`src/rtl/dit_pkg.sv`:
```
package dit_pkg;
  localparam int NCH = 2;
  localparam logic [7:0] IDX_PRE_A = 8'h02;
  localparam logic [7:0] IDX_PRE_B = 8'h03;
  localparam logic [7:0] IDX_CTRL  = 8'h04;
  localparam int CB_CLEAR  = 7;
  localparam int CB_MASK_A = 6;
  localparam int CB_MASK_B = 5;
  localparam int CB_RUN_B  = 1;
  localparam int CB_RUN_A  = 0;

  typedef struct packed {
    logic [NCH-1:0] mask;
    logic [NCH-1:0] run;
  } ctrl_t;
endpackage

```
`src/rtl/dit_tick_gen.sv`:
```
module dit_tick_gen #(
  parameter int CLK_HZ     = 50_000_000,
  parameter int SLOW_RATIO = 4
) (
  input  logic clk_i,
  input  logic rst_ni,
  output logic fast_tick_o,
  output logic slow_tick_o
);
  localparam int FAST_DIV = (CLK_HZ / 12500 < 1) ? 1 : CLK_HZ / 12500;
  localparam int PW = $clog2(FAST_DIV) + 1;
  localparam int SW = $clog2(SLOW_RATIO) + 1;

  logic [PW-1:0] pre_q;
  logic [SW-1:0] sub_q;

  assign fast_tick_o = (pre_q == PW'(FAST_DIV - 1));
  assign slow_tick_o = fast_tick_o && (sub_q == SW'(SLOW_RATIO - 1));

  always_ff @(posedge clk_i or negedge rst_ni) begin
    if (!rst_ni) begin
      pre_q <= '0;
      sub_q <= '0;
    end else begin
      pre_q <= fast_tick_o ? '0 : pre_q + 1'b1;
      if (fast_tick_o) sub_q <= slow_tick_o ? '0 : sub_q + 1'b1;
    end
  end

  AST_SLOW_ON_FAST: assert property (@(posedge clk_i) disable iff (!rst_ni)
    slow_tick_o |-> fast_tick_o);
  AST_FAST_SPACING: assert property (@(posedge clk_i) disable iff (!rst_ni)
    (fast_tick_o && FAST_DIV > 1) |=> !fast_tick_o);
endmodule

```
`src/rtl/dit_channel.sv`:
```
module dit_channel #(
  parameter int W = 8
) (
  input  logic         clk_i,
  input  logic         rst_ni,
  input  logic         tick_i,
  input  logic         run_i,
  input  logic [W-1:0] preload_i,
  output logic         ovf_o
);
  logic [W-1:0] cnt_q;

  assign ovf_o = run_i && tick_i && (cnt_q == {W{1'b1}});

  always_ff @(posedge clk_i or negedge rst_ni) begin
    if (!rst_ni)               cnt_q <= '0;
    else if (!run_i || ovf_o)  cnt_q <= preload_i;
    else if (tick_i)           cnt_q <= cnt_q + 1'b1;
  end

  AST_HOLD_PRELOAD: assert property (@(posedge clk_i) disable iff (!rst_ni)
    !run_i |=> cnt_q == $past(preload_i));
  AST_WRAP_RELOAD: assert property (@(posedge clk_i) disable iff (!rst_ni)
    ovf_o |=> cnt_q == $past(preload_i));
  AST_IDLE_STABLE: assert property (@(posedge clk_i) disable iff (!rst_ni)
    (run_i && !tick_i) |=> cnt_q == $past(cnt_q) || $past(!run_i));
endmodule

```
`src/rtl/dual_interval_timer.sv`:
```
module dual_interval_timer
  import dit_pkg::*;
#(
  parameter int CLK_HZ     = 50_000_000,
  parameter int SLOW_RATIO = 4
) (
  input  logic       clk_i,
  input  logic       rst_ni,
  input  logic       wr_i,
  input  logic       addr_i,
  input  logic [7:0] wdata_i,
  output logic [7:0] rdata_o,
  output logic       irq_o
);
  logic [7:0]     idx_q;
  logic [7:0]     pre_q [NCH];
  ctrl_t          ctrl_q;
  logic [NCH-1:0] flag_q;
  logic [NCH-1:0] ovf;
  logic [NCH-1:0] tick;
  logic           data_wr, ctrl_wr, clr_cmd;

  dit_tick_gen #(.CLK_HZ(CLK_HZ), .SLOW_RATIO(SLOW_RATIO)) u_ticks (
    .clk_i(clk_i), .rst_ni(rst_ni),
    .fast_tick_o(tick[0]), .slow_tick_o(tick[1])
  );

  assign data_wr = wr_i && addr_i;
  assign ctrl_wr = data_wr && (idx_q == IDX_CTRL);
  assign clr_cmd = ctrl_wr && wdata_i[CB_CLEAR];

  always_ff @(posedge clk_i or negedge rst_ni) begin
    if (!rst_ni) begin
      idx_q  <= '0;
      pre_q  <= '{default: '0};
      ctrl_q <= '0;
    end else begin
      if (wr_i && !addr_i) idx_q <= wdata_i;
      if (data_wr && idx_q == IDX_PRE_A) pre_q[0] <= wdata_i;
      if (data_wr && idx_q == IDX_PRE_B) pre_q[1] <= wdata_i;
      if (ctrl_wr && !wdata_i[CB_CLEAR]) begin
        ctrl_q.mask <= {wdata_i[CB_MASK_B], wdata_i[CB_MASK_A]};
        ctrl_q.run  <= {wdata_i[CB_RUN_B],  wdata_i[CB_RUN_A]};
      end
    end
  end

  for (genvar i = 0; i < NCH; i++) begin : g_ch
    dit_channel #(.W(8)) u_ch (
      .clk_i(clk_i), .rst_ni(rst_ni), .tick_i(tick[i]),
      .run_i(ctrl_q.run[i]), .preload_i(pre_q[i]), .ovf_o(ovf[i])
    );

    // set wins over a same-cycle clear so no overflow is lost
    always_ff @(posedge clk_i or negedge rst_ni) begin
      if (!rst_ni)                          flag_q[i] <= 1'b0;
      else if (ovf[i] && !ctrl_q.mask[i])   flag_q[i] <= 1'b1;
      else if (clr_cmd)                     flag_q[i] <= 1'b0;
    end

    AST_MASK_BLOCKS_SET: assert property (@(posedge clk_i) disable iff (!rst_ni)
      (ctrl_q.mask[i] && !flag_q[i]) |=> !flag_q[i]);
    AST_FLAG_STICKY: assert property (@(posedge clk_i) disable iff (!rst_ni)
      (flag_q[i] && !clr_cmd) |=> flag_q[i]);
  end

  assign irq_o   = |flag_q;
  assign rdata_o = addr_i ? 8'h00 : {irq_o, flag_q[0], flag_q[1], 5'b00000};

  AST_CLEAR_FLAGS: assert property (@(posedge clk_i) disable iff (!rst_ni)
    (clr_cmd && !(|ovf)) |=> !irq_o);
  AST_CLEAR_KEEPS_CTRL: assert property (@(posedge clk_i) disable iff (!rst_ni)
    clr_cmd |=> $stable(ctrl_q));
  AST_IRQ_CAUSE: assert property (@(posedge clk_i) disable iff (!rst_ni)
    $rose(irq_o) |-> $past(|(ovf & ~ctrl_q.mask)));
endmodule

```
`config.mk`:
```
export PLATFORM = sky130hd
export DESIGN_NAME = dual_interval_timer
export DESIGN_NICKNAME = d
export VERILOG_FILES = /design/src/rtl/dit_pkg.sv /design/src/rtl/dit_tick_gen.sv /design/src/rtl/dit_channel.sv /design/src/rtl/dual_interval_timer.sv
export SDC_FILE = /design/constraint.sdc
export NUM_CORES = 1
export LEC_CHECK = 0
export BUFFER_PORTS_ARGS = -buffer_cell sky130_fd_sc_hd__clkbuf_2
export CAP_MARGIN = 20
export CELL_PAD_IN_SITES_DETAIL_PLACEMENT = 0
export CELL_PAD_IN_SITES_GLOBAL_PLACEMENT = 1
export CORE_MARGIN = 1
export CORE_UTILIZATION = 40
export CTS_BUF_LIST = sky130_fd_sc_hd__clkbuf_16
export CTS_CLUSTER_DIAMETER = 40
export DETAILED_ROUTE_END_ITERATION = 16
export PLACE_DENSITY = 0.78
export SLEW_MARGIN = 20
export SYNTH_ARGS = -nofsm -noshare
export SYNTH_HDL_FRONTEND = slang
export SYNTH_SLANG_ARGS = --single-unit
export TNS_END_PERCENT = 20
```
`constraint.sdc`:
```
create_clock -name clk_i -period 2.8 [get_ports clk_i]
set_input_delay 0.84 -clock clk_i [delete_from_list [all_inputs] [get_ports clk_i]]
set_output_delay 0.84 -clock clk_i [all_outputs]
set_load 0.01 [all_outputs]
```
==> impl_metrics.ini, run 1 <==
[power]
power.density_cell_area_nw_per_um2 = 635.1
power.static_leakage_nw = 1.616
power.share.sequential_pct = 45.1
power.total_w = 0.002251
clockPowerShare_pct = 48.8
worst_ir_drop_vdd_mv = 0.3660
intPower_w = 0.001719
power.share.switching_pct = 23.62
switchingPower_w = 0.0005316
power.share.combinational_pct = 6.1

[detailed_routing]
drt.antenna.violating_nets = 0
drc_viols = 0
post_drt_via_cell_ratio = 5.406
detailroute.via_count = 2195
route.detailed.wl_per_inst_um = 14.96
detail_route.iter0.violations = 125
detail_route.first_pass.iterations = 4
postRouteWirelength_um = 6075

[floorplanning]
die_height_um = 89.65
die-area_um2 = 8037
cell_row_count = 31
coreArea_um2 = 7331
dieWidth_um = 89.65
floorplan.initialDensity_pct = 41.92
ios = 21

[yosys]
netlist_area_um2 = 3073
async_flop_share_pct = 100.0
postSynthRegisterBits = 62
synth.yosys.warnings = 0
synth-seq-area-share_pct = 50.49
syn_area_per_cell_um2 = 10.94
syn-instance-count = 281
netlist-cell-type-count = 56
post_synth_edffs = 0
synth_top_flop_cell = sky130_fd_sc_hd__dfrtp_1

[timing]
grt_setup_unrepaired = false
fin_setup_tns_ns = 0
drv_slew = 0
min_period_over_period_pct = 82.92
fin_skew_ns = 0.004202
max_slew.worst_pin.slew_ns = 0.7713
setup_viol = 0
period_needed_ns = 2.322
slew-limit-headroom_pct = 48.58
timing.fmax_ghz = 0.4307
report.final.hold_viol_count = 0

[worst_hold_path]
min_delay_worst_endpoint = flag_q[0]$_DFFE_PN0P_
hold_path_depth = 1
holdCritPathClass = flip-flop to flip-flop
worst_hold_startpoint = ctrl_q[2]$_DFFE_PN0P_

[outcome]
run_status = finished, final reports clean

[critical_path]
timing.critical_path.arrival_ns = 2.53
rr_worst_depth = 5
path_max_fanout = 15
reg2reg_slack_ns = 0.48
crit-reg2reg-launch = u_ticks.pre_q[0]$_DFF_PN0_
critPathSlowestCell = sky130_fd_sc_hd__or4_1
setup.worst_path.start = u_ticks.pre_q[0]$_DFF_PN0_
worst_setup_path_start_kind = flip-flop
critPathRequiredTime_ns = 3.01
critical-path-max-stage-delay_ns = 0.82
critPathCaptureType = flip-flop
criticalPathCategory = flip-flop to flip-flop
crit_path_cell_trace = ha_1 -> nand4_4 -> or4_1 -> a21o_1 -> a221o_1
worstReg2RegEnd = g_ch[0].u_ch.cnt_q[3]$_DFFE_PN0P_

[layout]
final_cells = 406
final_layout_size_suffix_gt1_share_pct = 24.10
fin_nets = 318
layout.core_utilization_pct = 48.34
area_growth_pct = 15.31
antennaDiodeCount = 0

[clock_tree]
postCtsHoldBufs = 0
post_cts_resized = 0
cts_buffers = 9
clk_transition_reported_paths_ns = 0.06
postCtsSetupRepairBufs = 0
clock_insertion_delay_worst_skew_ns = 0.32
htree_num_levels = 3
clockRootBuffer = sky130_fd_sc_hd__clkbuf_16
cts_tree = built
cts_max_path_bufs = 2
clock-sinks = 62

[global_routing]
first_global_vias = 2230
grt_first_pass_wirelength_um = 10730
grt_max_degree = 63
grtUsageTotal_pct = 18.15
grt_antenna_before_repair = 0
grt_remaining_overflow = 0

[placement]
gp_congestion = 0.8136
placed_cells = 390
io_buffer_count = 15
place_hpwl_um = 4209

[job]
drv.max_cap_violation_count = 0
==> cells in the mapped netlist (2+ instances only) <==
cell type,count,area (um2)
sky130_fd_sc_hd__a211oi_1,2,15.01
sky130_fd_sc_hd__nand4_1,3,18.77
sky130_fd_sc_hd__and3_1,7,43.79
sky130_fd_sc_hd__mux2_2,26,292.8
sky130_fd_sc_hd__dfrtp_1,62,1551
sky130_fd_sc_hd__nor3_1,3,15.01
sky130_fd_sc_hd__nand4b_1,4,35.03
sky130_fd_sc_hd__buf_4,5,37.54
sky130_fd_sc_hd__a211o_1,5,43.79
sky130_fd_sc_hd__and2_1,4,25.02
sky130_fd_sc_hd__a221oi_1,3,26.28
sky130_fd_sc_hd__or2_0,2,12.51
sky130_fd_sc_hd__nor4_1,9,56.30
sky130_fd_sc_hd__mux2i_1,3,30.03
sky130_fd_sc_hd__a221o_1,2,20.02
sky130_fd_sc_hd__nor2_1,11,41.29
sky130_fd_sc_hd__nor4b_1,4,35.03
sky130_fd_sc_hd__a21oi_1,6,30.03
sky130_fd_sc_hd__ha_1,4,50.05
sky130_fd_sc_hd__nor2b_1,7,43.79
sky130_fd_sc_hd__clkbuf_1,7,26.28
sky130_fd_sc_hd__o21ai_0,10,50.05
sky130_fd_sc_hd__a32oi_1,2,17.52
sky130_fd_sc_hd__xor2_1,5,43.79
sky130_fd_sc_hd__nand2_1,25,93.84
sky130_fd_sc_hd__or2_2,4,25.02
sky130_fd_sc_hd__inv_1,13,48.80
sky130_fd_sc_hd__nand3_1,11,55.05
sky130_fd_sc_hd__xnor2_1,4,35.03
sky130_fd_sc_hd__nand3b_1,2,15.01
==> power groups by stage <==
stage | sequential [W] | combinational, W | clock (W)
after floorplan | 0.00101 | 0.000100 | 0
after global placement | 0.00103 | 0.000135 | 0
after detailed placement | 0.00103 | 0.000141 | 0
after CTS | 0.00102 | 0.000141 | 0.00112
after global routing | 0.00103 | 0.000156 | 0.00117
final | 0.00102 | 0.000137 | 0.00110
==> registers in the layout, indices dropped and copies added (netlist names) <==
signal	cells
flag_q	2
u_ticks.sub_q	3
ctrl_q	4
pre_q	16
g_ch.u_ch.cnt_q	16
idx_q	8
u_ticks.pre_q	13
==> routing by layer <==
metal  track usage [%]  wire (um)  vias up
li1                  -          -     1056
met1             23.18       2851     1094
met2             29.68       2962       37
met3             4.662        163        8
met4             7.071         97        0
met5                 0          0        -
==> how the worst max path moves through the flow <==
| stage | to | slack (ns) | cells past startpoint |
|---|---|---|---|
| 2_1_floorplan | pre_q[10]$_DFFE_PN0P_ | 0.59 | 4 |
| 3_3_place_gp | g_ch[0].u_ch.cnt_q[3]$_DFFE_PN0P_ | 0.53 | 5 |
| 3_5_place_dp | g_ch[1].u_ch.cnt_q[6]$_DFFE_PN0P_ | 0.48 | 5 |
| 4_1_cts | g_ch[0].u_ch.cnt_q[3]$_DFFE_PN0P_ | 0.47 | 5 |
| 5_1_grt | g_ch[0].u_ch.cnt_q[3]$_DFFE_PN0P_ | 0.35 | 5 |
| 6_report | g_ch[0].u_ch.cnt_q[3]$_DFFE_PN0P_ | 0.48 | 5 |
==> area by class of cell <==
cell class              instances  area [um2]
repair buffers                 20       112.6
clock inverters                 7       73.82
multi-input cells             196        1408
inverters                      13       48.80
flip-flops and latches         62        1551
fillers                       685        3787
well taps                      99       123.9
clock buffers                   9       225.2
==> kinds of logic (layout without fill, tap and decap cells) <==
logic type,Yosys count,in the layout,share of synthesized area [%]
AOI/OAI and AO/OA,40,40,9.284
adders and majority gates,4,4,1.629
DFF,62,62,50.49
and+or+nand+nor,109,109,21.21
other,1,5,0.1220
muxes,29,29,10.50
xor gates and xnor gates,9,9,2.565
buffers and inverters,27,49,4.194
==> stage by stage <==
| stage | instance area (um2) | hold WS, ns | setup WS [ns] |
|---|---|---|---|
| after global routing | 3543 | 0.4868 | 0.3508 |
| after floorplan | 3088 | 0.4284 | 0.5943 |
| after global placement | 3244 | 0.4462 | 0.5332 |
| final | 3543 | 0.4663 | 0.4783 |
| after CTS | 3543 | 0.4689 | 0.4690 |
| after detailed placement | 3244 | 0.4600 | 0.4797 |
==> critical path: cells and delay by family, from the launching register on <==
kind                       cells  cell delay (ns)
DFF                            1             0.39
AOI/OAI and AO/OA              2             0.55
and+or+nand+nor                2             0.98
adders and majority gates      1             0.27
==> cell usage in the layout, fill, tap and decap left out, drive strengths merged, types with 5 or more instances in the layout <==
cell | synthesis | layout
nor2b | 7 | 7
a211o | 5 | 5
inv | 13 | 14
mux2 | 26 | 26
a21oi | 6 | 6
and3 | 7 | 7
nor4b | 5 | 5
or2 | 6 | 6
nand3 | 11 | 11
nor4 | 10 | 10
dfrtp | 62 | 62
buf | 7 | 5
xor2 | 5 | 5
nand2 | 25 | 25
clkbuf | 7 | 24
o21ai | 12 | 12
nor2 | 11 | 11
conb | 1 | 5
No activity file was read; power rests on OpenSTA's default activity.
==> run 2: changes to the inputs <==
- PLACE_DENSITY: 0.78 -> 0.8
- clock period: 2.8 -> 2.1 ns (I/O delays scaled with it)
==> impl_metrics.ini, run 2 (same netlist as run 1, synthesis figures left out) <==
[critical_path]
sum_of_buffers_and_inverters_on_the_critical_path = 1
critical-path-max-stage-delay_ns = 0.56
worstReg2RegEnd = g_ch[1].u_ch.cnt_q[4]$_DFFE_PN0P_
cpLargestDelayFamily = simple AND/OR/NAND/NOR gates
crit-reg2reg-launch = u_ticks.pre_q[6]$_DFF_PN0_
reg2reg_slack_ns = 0.06
criticalPathCategory = flip-flop to flip-flop
worst_setup_path_start_kind = flip-flop
crit_path_cell_trace = or3_4 -> or4_4 -> buf_4 -> nor4b_1 -> a211o_1
critPathSlowestCell = sky130_fd_sc_hd__or4_4
critPathCaptureType = flip-flop
critPathRequiredTime_ns = 2.36
rr_worst_depth = 5
path_max_fanout = 10
timing.critical_path.arrival_ns = 2.31

[layout]
fin_nets = 329
biggestRegsByFlops = g_ch.u_ch.cnt_q (16), pre_q (16), u_ticks.pre_q (13)
antennaDiodeCount = 0
layout.cells.most_common = sky130_fd_sc_hd__dfrtp_1
layout.core_utilization_pct = 50.15
final_layout_size_suffix_gt1_share_pct = 26.42
finish.instance_area_um2 = 3676
area_growth_pct = 19.63
layout_common_cells = sky130_fd_sc_hd__dfrtp_1, sky130_fd_sc_hd__mux2_2, sky130_fd_sc_hd__nand2_1

[detailed_routing]
route.detailed.wl_per_inst_um = 14.68
drc_viols = 0
detailroute.wirelength.met3_um = 174
detail_route.iter0.violations = 143
met1_length_um = 3041
met2WireLength_um = 2815
drt.antenna.violating_nets = 0
detail_route.first_pass.iterations = 4
post_drt_via_cell_ratio = 5.285
postRouteWirelength_um = 6120
detailroute.via_count = 2204
top_signal_layer_used = met4

[timing]
drv_slew = 0
timing.fmax_ghz = 0.4896
grt_setup_unrepaired = true
min_period_over_period_pct = 97.25
report.final.hold_viol_count = 0
fin_skew_ns = 0.005470
setup_viol = 0
period_needed_ns = 2.042

[clock_tree]
cts_tree = built
htree_num_levels = 3
clock-sinks = 62
clock_insertion_delay_worst_skew_ns = 0.32
cts_buffers = 9
clk_transition_reported_paths_ns = 0.05
clockRootBuffer = sky130_fd_sc_hd__clkbuf_16
postCtsHoldBufs = 0
cts_max_path_bufs = 2

[power]
power.static_leakage_nw = 1.692
worst_ir_drop_vdd_mv = 0.5811
power.density_cell_area_nw_per_um2 = 832.7

[floorplanning]
dieWidth_um = 89.65
die-area_um2 = 8037
cell_row_count = 31
ios = 21
coreArea_um2 = 7331
die_height_um = 89.65
floorplan.initialDensity_pct = 41.92

[global_routing]
grt_antenna_before_repair = 0
grt_max_degree = 63
grt_first_pass_wirelength_um = 10440
grt_remaining_overflow = 0
first_global_vias = 2105
grtUsageTotal_pct = 17.92

[job]
drv.max_cap_violation_count = 0

[outcome]
run_status = finished, final reports clean

[placement]
place_hpwl_um = 4163
gp_congestion = 0.7697
io_buffer_count = 15
dpl-instance-area_um2 = 3339

[worst_hold_path]
holdCritPathClass = primary input to async pin
[run 2: worst max path at each step]
stage	from	end	slack, ns	cells past startpoint
floorplan	u_ticks.pre_q[0]$_DFF_PN0_	g_ch[0].u_ch.cnt_q[7]$_DFFE_PN0P_	0.04	7
global placement	u_ticks.pre_q[6]$_DFF_PN0_	g_ch[1].u_ch.cnt_q[7]$_DFFE_PN0P_	0.09	4
detailed placement	u_ticks.pre_q[6]$_DFF_PN0_	g_ch[1].u_ch.cnt_q[7]$_DFFE_PN0P_	0.06	4
CTS	u_ticks.pre_q[6]$_DFF_PN0_	g_ch[1].u_ch.cnt_q[7]$_DFFE_PN0P_	0.05	4
global route	u_ticks.pre_q[6]$_DFF_PN0_	g_ch[1].u_ch.cnt_q[4]$_DFFE_PN0P_	-0.002	5
finish	u_ticks.pre_q[6]$_DFF_PN0_	g_ch[1].u_ch.cnt_q[4]$_DFFE_PN0P_	0.06	5
[run 2: area by class of cell]
cell class | count | area [um2]
multi-input cells | 196 | 1439
well taps | 99 | 123.9
clock inverters | 7 | 80.08
clock buffers | 9 | 225.2
inverters | 13 | 48.80
repair buffers | 31 | 207.7
flip-flops and latches | 62 | 1551
fillers | 659 | 3655
[run 2: report_power, final]
| group | total, W | internal, W | switching (W) |
|---|---|---|---|
| Clock | 0.00151 | 0.00102 | 0.000492 |
| Sequential | 0.00135 | 0.00128 | 0.0000678 |
| Combinational | 0.000202 | 0.000103 | 0.0000992 |
[run 2: through the flow]
stage,power [W],worst slack (ns),cells,TNS [ns],hold slack [ns]
finish,0.003061,0.05768,417,0,0.3139
global route,0.003195,-0.001672,417,-0.001672,0.3533
CTS,0.003094,0.04856,417,0,0.3363
detailed placement,0.001570,0.06126,401,0,0.4607
global placement,0.001561,0.09385,401,0,0.4431
floorplan,0.001479,0.04128,285,0,0.3344
[run 2: what timing repair did]
action,4_1_cts,5_1_grt
buffers inserted,0,0
setup endpoints to repair,0,4
gates resized for setup,0,5
[run 2: routing by layer]
layer / global-route usage (%) / vias to the layer above
met1: 25.60 / 1070
met2: 26.03 / 40
met4: 8.369 / 0
met3: 3.839 / 7
met5: 0 / -
li1: - / 1087
==> run 3: changes to the inputs <==
- PLACE_DENSITY: 0.8 -> 0.78
- clock period: 2.1 -> 2.2 ns (I/O delays scaled with it)
==> impl_metrics.ini, run 3 (same netlist as run 1, synthesis figures left out) <==
[outcome]
run_status = finished, final reports clean

[clock_tree]
clk_transition_reported_paths_ns = 0.05
cts_tree = built
cts_buffers = 9
clockRootBuffer = sky130_fd_sc_hd__clkbuf_16
clock-sinks = 62
clock_insertion_delay_worst_skew_ns = 0.33
htree_num_levels = 3
postCtsHoldBufs = 0
cts_max_path_bufs = 2

[power]
power.static_leakage_nw = 1.654
power.share.combinational_pct = 6.5
power.total_w = 0.002877
power.density_cell_area_nw_per_um2 = 794.5
power.share.switching_pct = 23.73
worst_ir_drop_vdd_mv = 0.4809
switchingPower_w = 0.0006826
intPower_w = 0.002194
power.share.sequential_pct = 44.8
clockPowerShare_pct = 48.7

[detailed_routing]
detailroute.wirelength.met3_um = 228
post_drt_via_cell_ratio = 5.303
postRouteWirelength_um = 6146
detail_route.iter0.violations = 145
drt.antenna.violating_nets = 0
drc_viols = 0
detail_route.first_pass.iterations = 4
detailroute.via_count = 2190
met1_length_um = 2972
route.detailed.wl_per_inst_um = 14.88
top_signal_layer_used = met4
met2WireLength_um = 2805

[critical_path]
criticalPathCategory = flip-flop to flip-flop
critPathRequiredTime_ns = 2.38
path_max_fanout = 10
critPathCaptureType = flip-flop
worst_setup_path_start_kind = flip-flop
timing.critical_path.arrival_ns = 2.30

[global_routing]
grt_max_degree = 63
grt_remaining_overflow = 0
grt_first_pass_wirelength_um = 11010
grt_antenna_before_repair = 0
first_global_vias = 2203
grtUsageTotal_pct = 18.65

[floorplanning]
ios = 21
coreArea_um2 = 7331
cell_row_count = 31
die_height_um = 89.65
die-area_um2 = 8037
floorplan.initialDensity_pct = 41.92
dieWidth_um = 89.65

[layout]
layout_common_cells = sky130_fd_sc_hd__dfrtp_1, sky130_fd_sc_hd__mux2_2, sky130_fd_sc_hd__nand2_1
biggestRegsByFlops = g_ch.u_ch.cnt_q (16), pre_q (16), u_ticks.pre_q (13)
final_layout_size_suffix_gt1_share_pct = 26.43
area_growth_pct = 17.83
finish.instance_area_um2 = 3621
antennaDiodeCount = 0
layout.cells.most_common = sky130_fd_sc_hd__dfrtp_1
fin_nets = 325

[timing]
report.final.hold_viol_count = 0
min_period_over_period_pct = 96.31
max_slew.worst_pin.slew_ns = 0.5323
drv_slew = 0
crit_path_setup_slack_layout_ns = 0.08116
timing.fmax_ghz = 0.4720
slew-limit-headroom_pct = 64.51
grt_setup_unrepaired = true
setup_viol = 0
period_needed_ns = 2.119
fin_skew_ns = 0.003124

[worst_hold_path]
holdCritPathClass = primary input to async pin

[placement]
gp_congestion = 0.8199
io_buffer_count = 15
post-place-ws_ns = 0.04463
place_hpwl_um = 4025
dpl-instance-area_um2 = 3294

[job]
drv.max_cap_violation_count = 0
[run 3: area by class of cell]
class,instances,area (um2)
Fill cell,646,3710
Clock inverter,7,73.82
Tap cell,99,123.9
Multi-Input combinational cell,196,1420
Timing Repair Buffer,27,177.7
Sequential cell,62,1551
Clock buffer,9,225.2
Inverter,13,48.80
[run 3: what timing repair did]
item | CTS | global route
gates resized for setup | 0 | 2
buffers inserted | 0 | 2
setup endpoints to repair | 0 | 7
[run 3: through the flow]
stage                     instances  util (%)  TNS (ns)  hold slack, ns
after floorplan                 285         -         0          0.3644
after global placement          395     44.94         0          0.4418
after detailed placement        395     44.94         0          0.4511
after CTS                       411     49.02         0          0.3471
after global routing            413     49.39   -0.1075          0.3550
final                           413     49.39         0          0.3278
[run 3: power groups by stage]
stage	Sequential [W]	Clock, W	Combinational, W
after global placement	0.00130	0	0.000182
after CTS	0.00129	0.00143	0.000190
after global routing	0.00131	0.00148	0.000213
after floorplan	0.00128	0	0.000127
after detailed placement	0.00131	0	0.000187
final	0.00129	0.00140	0.000186
[run 3: routing by layer]
layer | GRT usage [%] | up-vias
met1 | 24.97 | 1059
met4 | 11.26 | 0
met3 | 3.565 | 13
met2 | 28.17 | 47
met5 | 0 | -
li1 | - | 1071
[run 3: worst paths after layout]
| check | start | end | slack (ns) | cells past startpoint |
|---|---|---|---|---|
| min | rst_ni | idx_q[7]$_DFFE_PN0P_ | 0.33 | 2 |
| max | u_ticks.pre_q[5]$_DFF_PN0_ | g_ch[1].u_ch.cnt_q[1]$_DFFE_PN0P_ | 0.08 | 6 |
| max reg2reg | u_ticks.pre_q[5]$_DFF_PN0_ | g_ch[1].u_ch.cnt_q[1]$_DFFE_PN0P_ | 0.08 | 6 |
| max in group asynchronous | rst_ni | g_ch[1].u_ch.cnt_q[7]$_DFFE_PN0P_ | 1.60 | 2 |
| min reg2reg | u_ticks.sub_q[1]$_DFFE_PN0N_ | u_ticks.sub_q[1]$_DFFE_PN0N_ | 0.48 | 2 |
| min in group clk_i | u_ticks.sub_q[1]$_DFFE_PN0N_ | u_ticks.sub_q[1]$_DFFE_PN0N_ | 0.48 | 2 |
[run 3: worst max-delay path, cell delays in order, from the launching register on]
cell and delay (ns):
sky130_fd_sc_hd__dfrtp_1 0.41, sky130_fd_sc_hd__or3_4 0.43, sky130_fd_sc_hd__or4_4 0.61, sky130_fd_sc_hd__buf_4 0.17, sky130_fd_sc_hd__o21ai_1 0.10, sky130_fd_sc_hd__buf_4 0.17, sky130_fd_sc_hd__a32oi_1 0.06
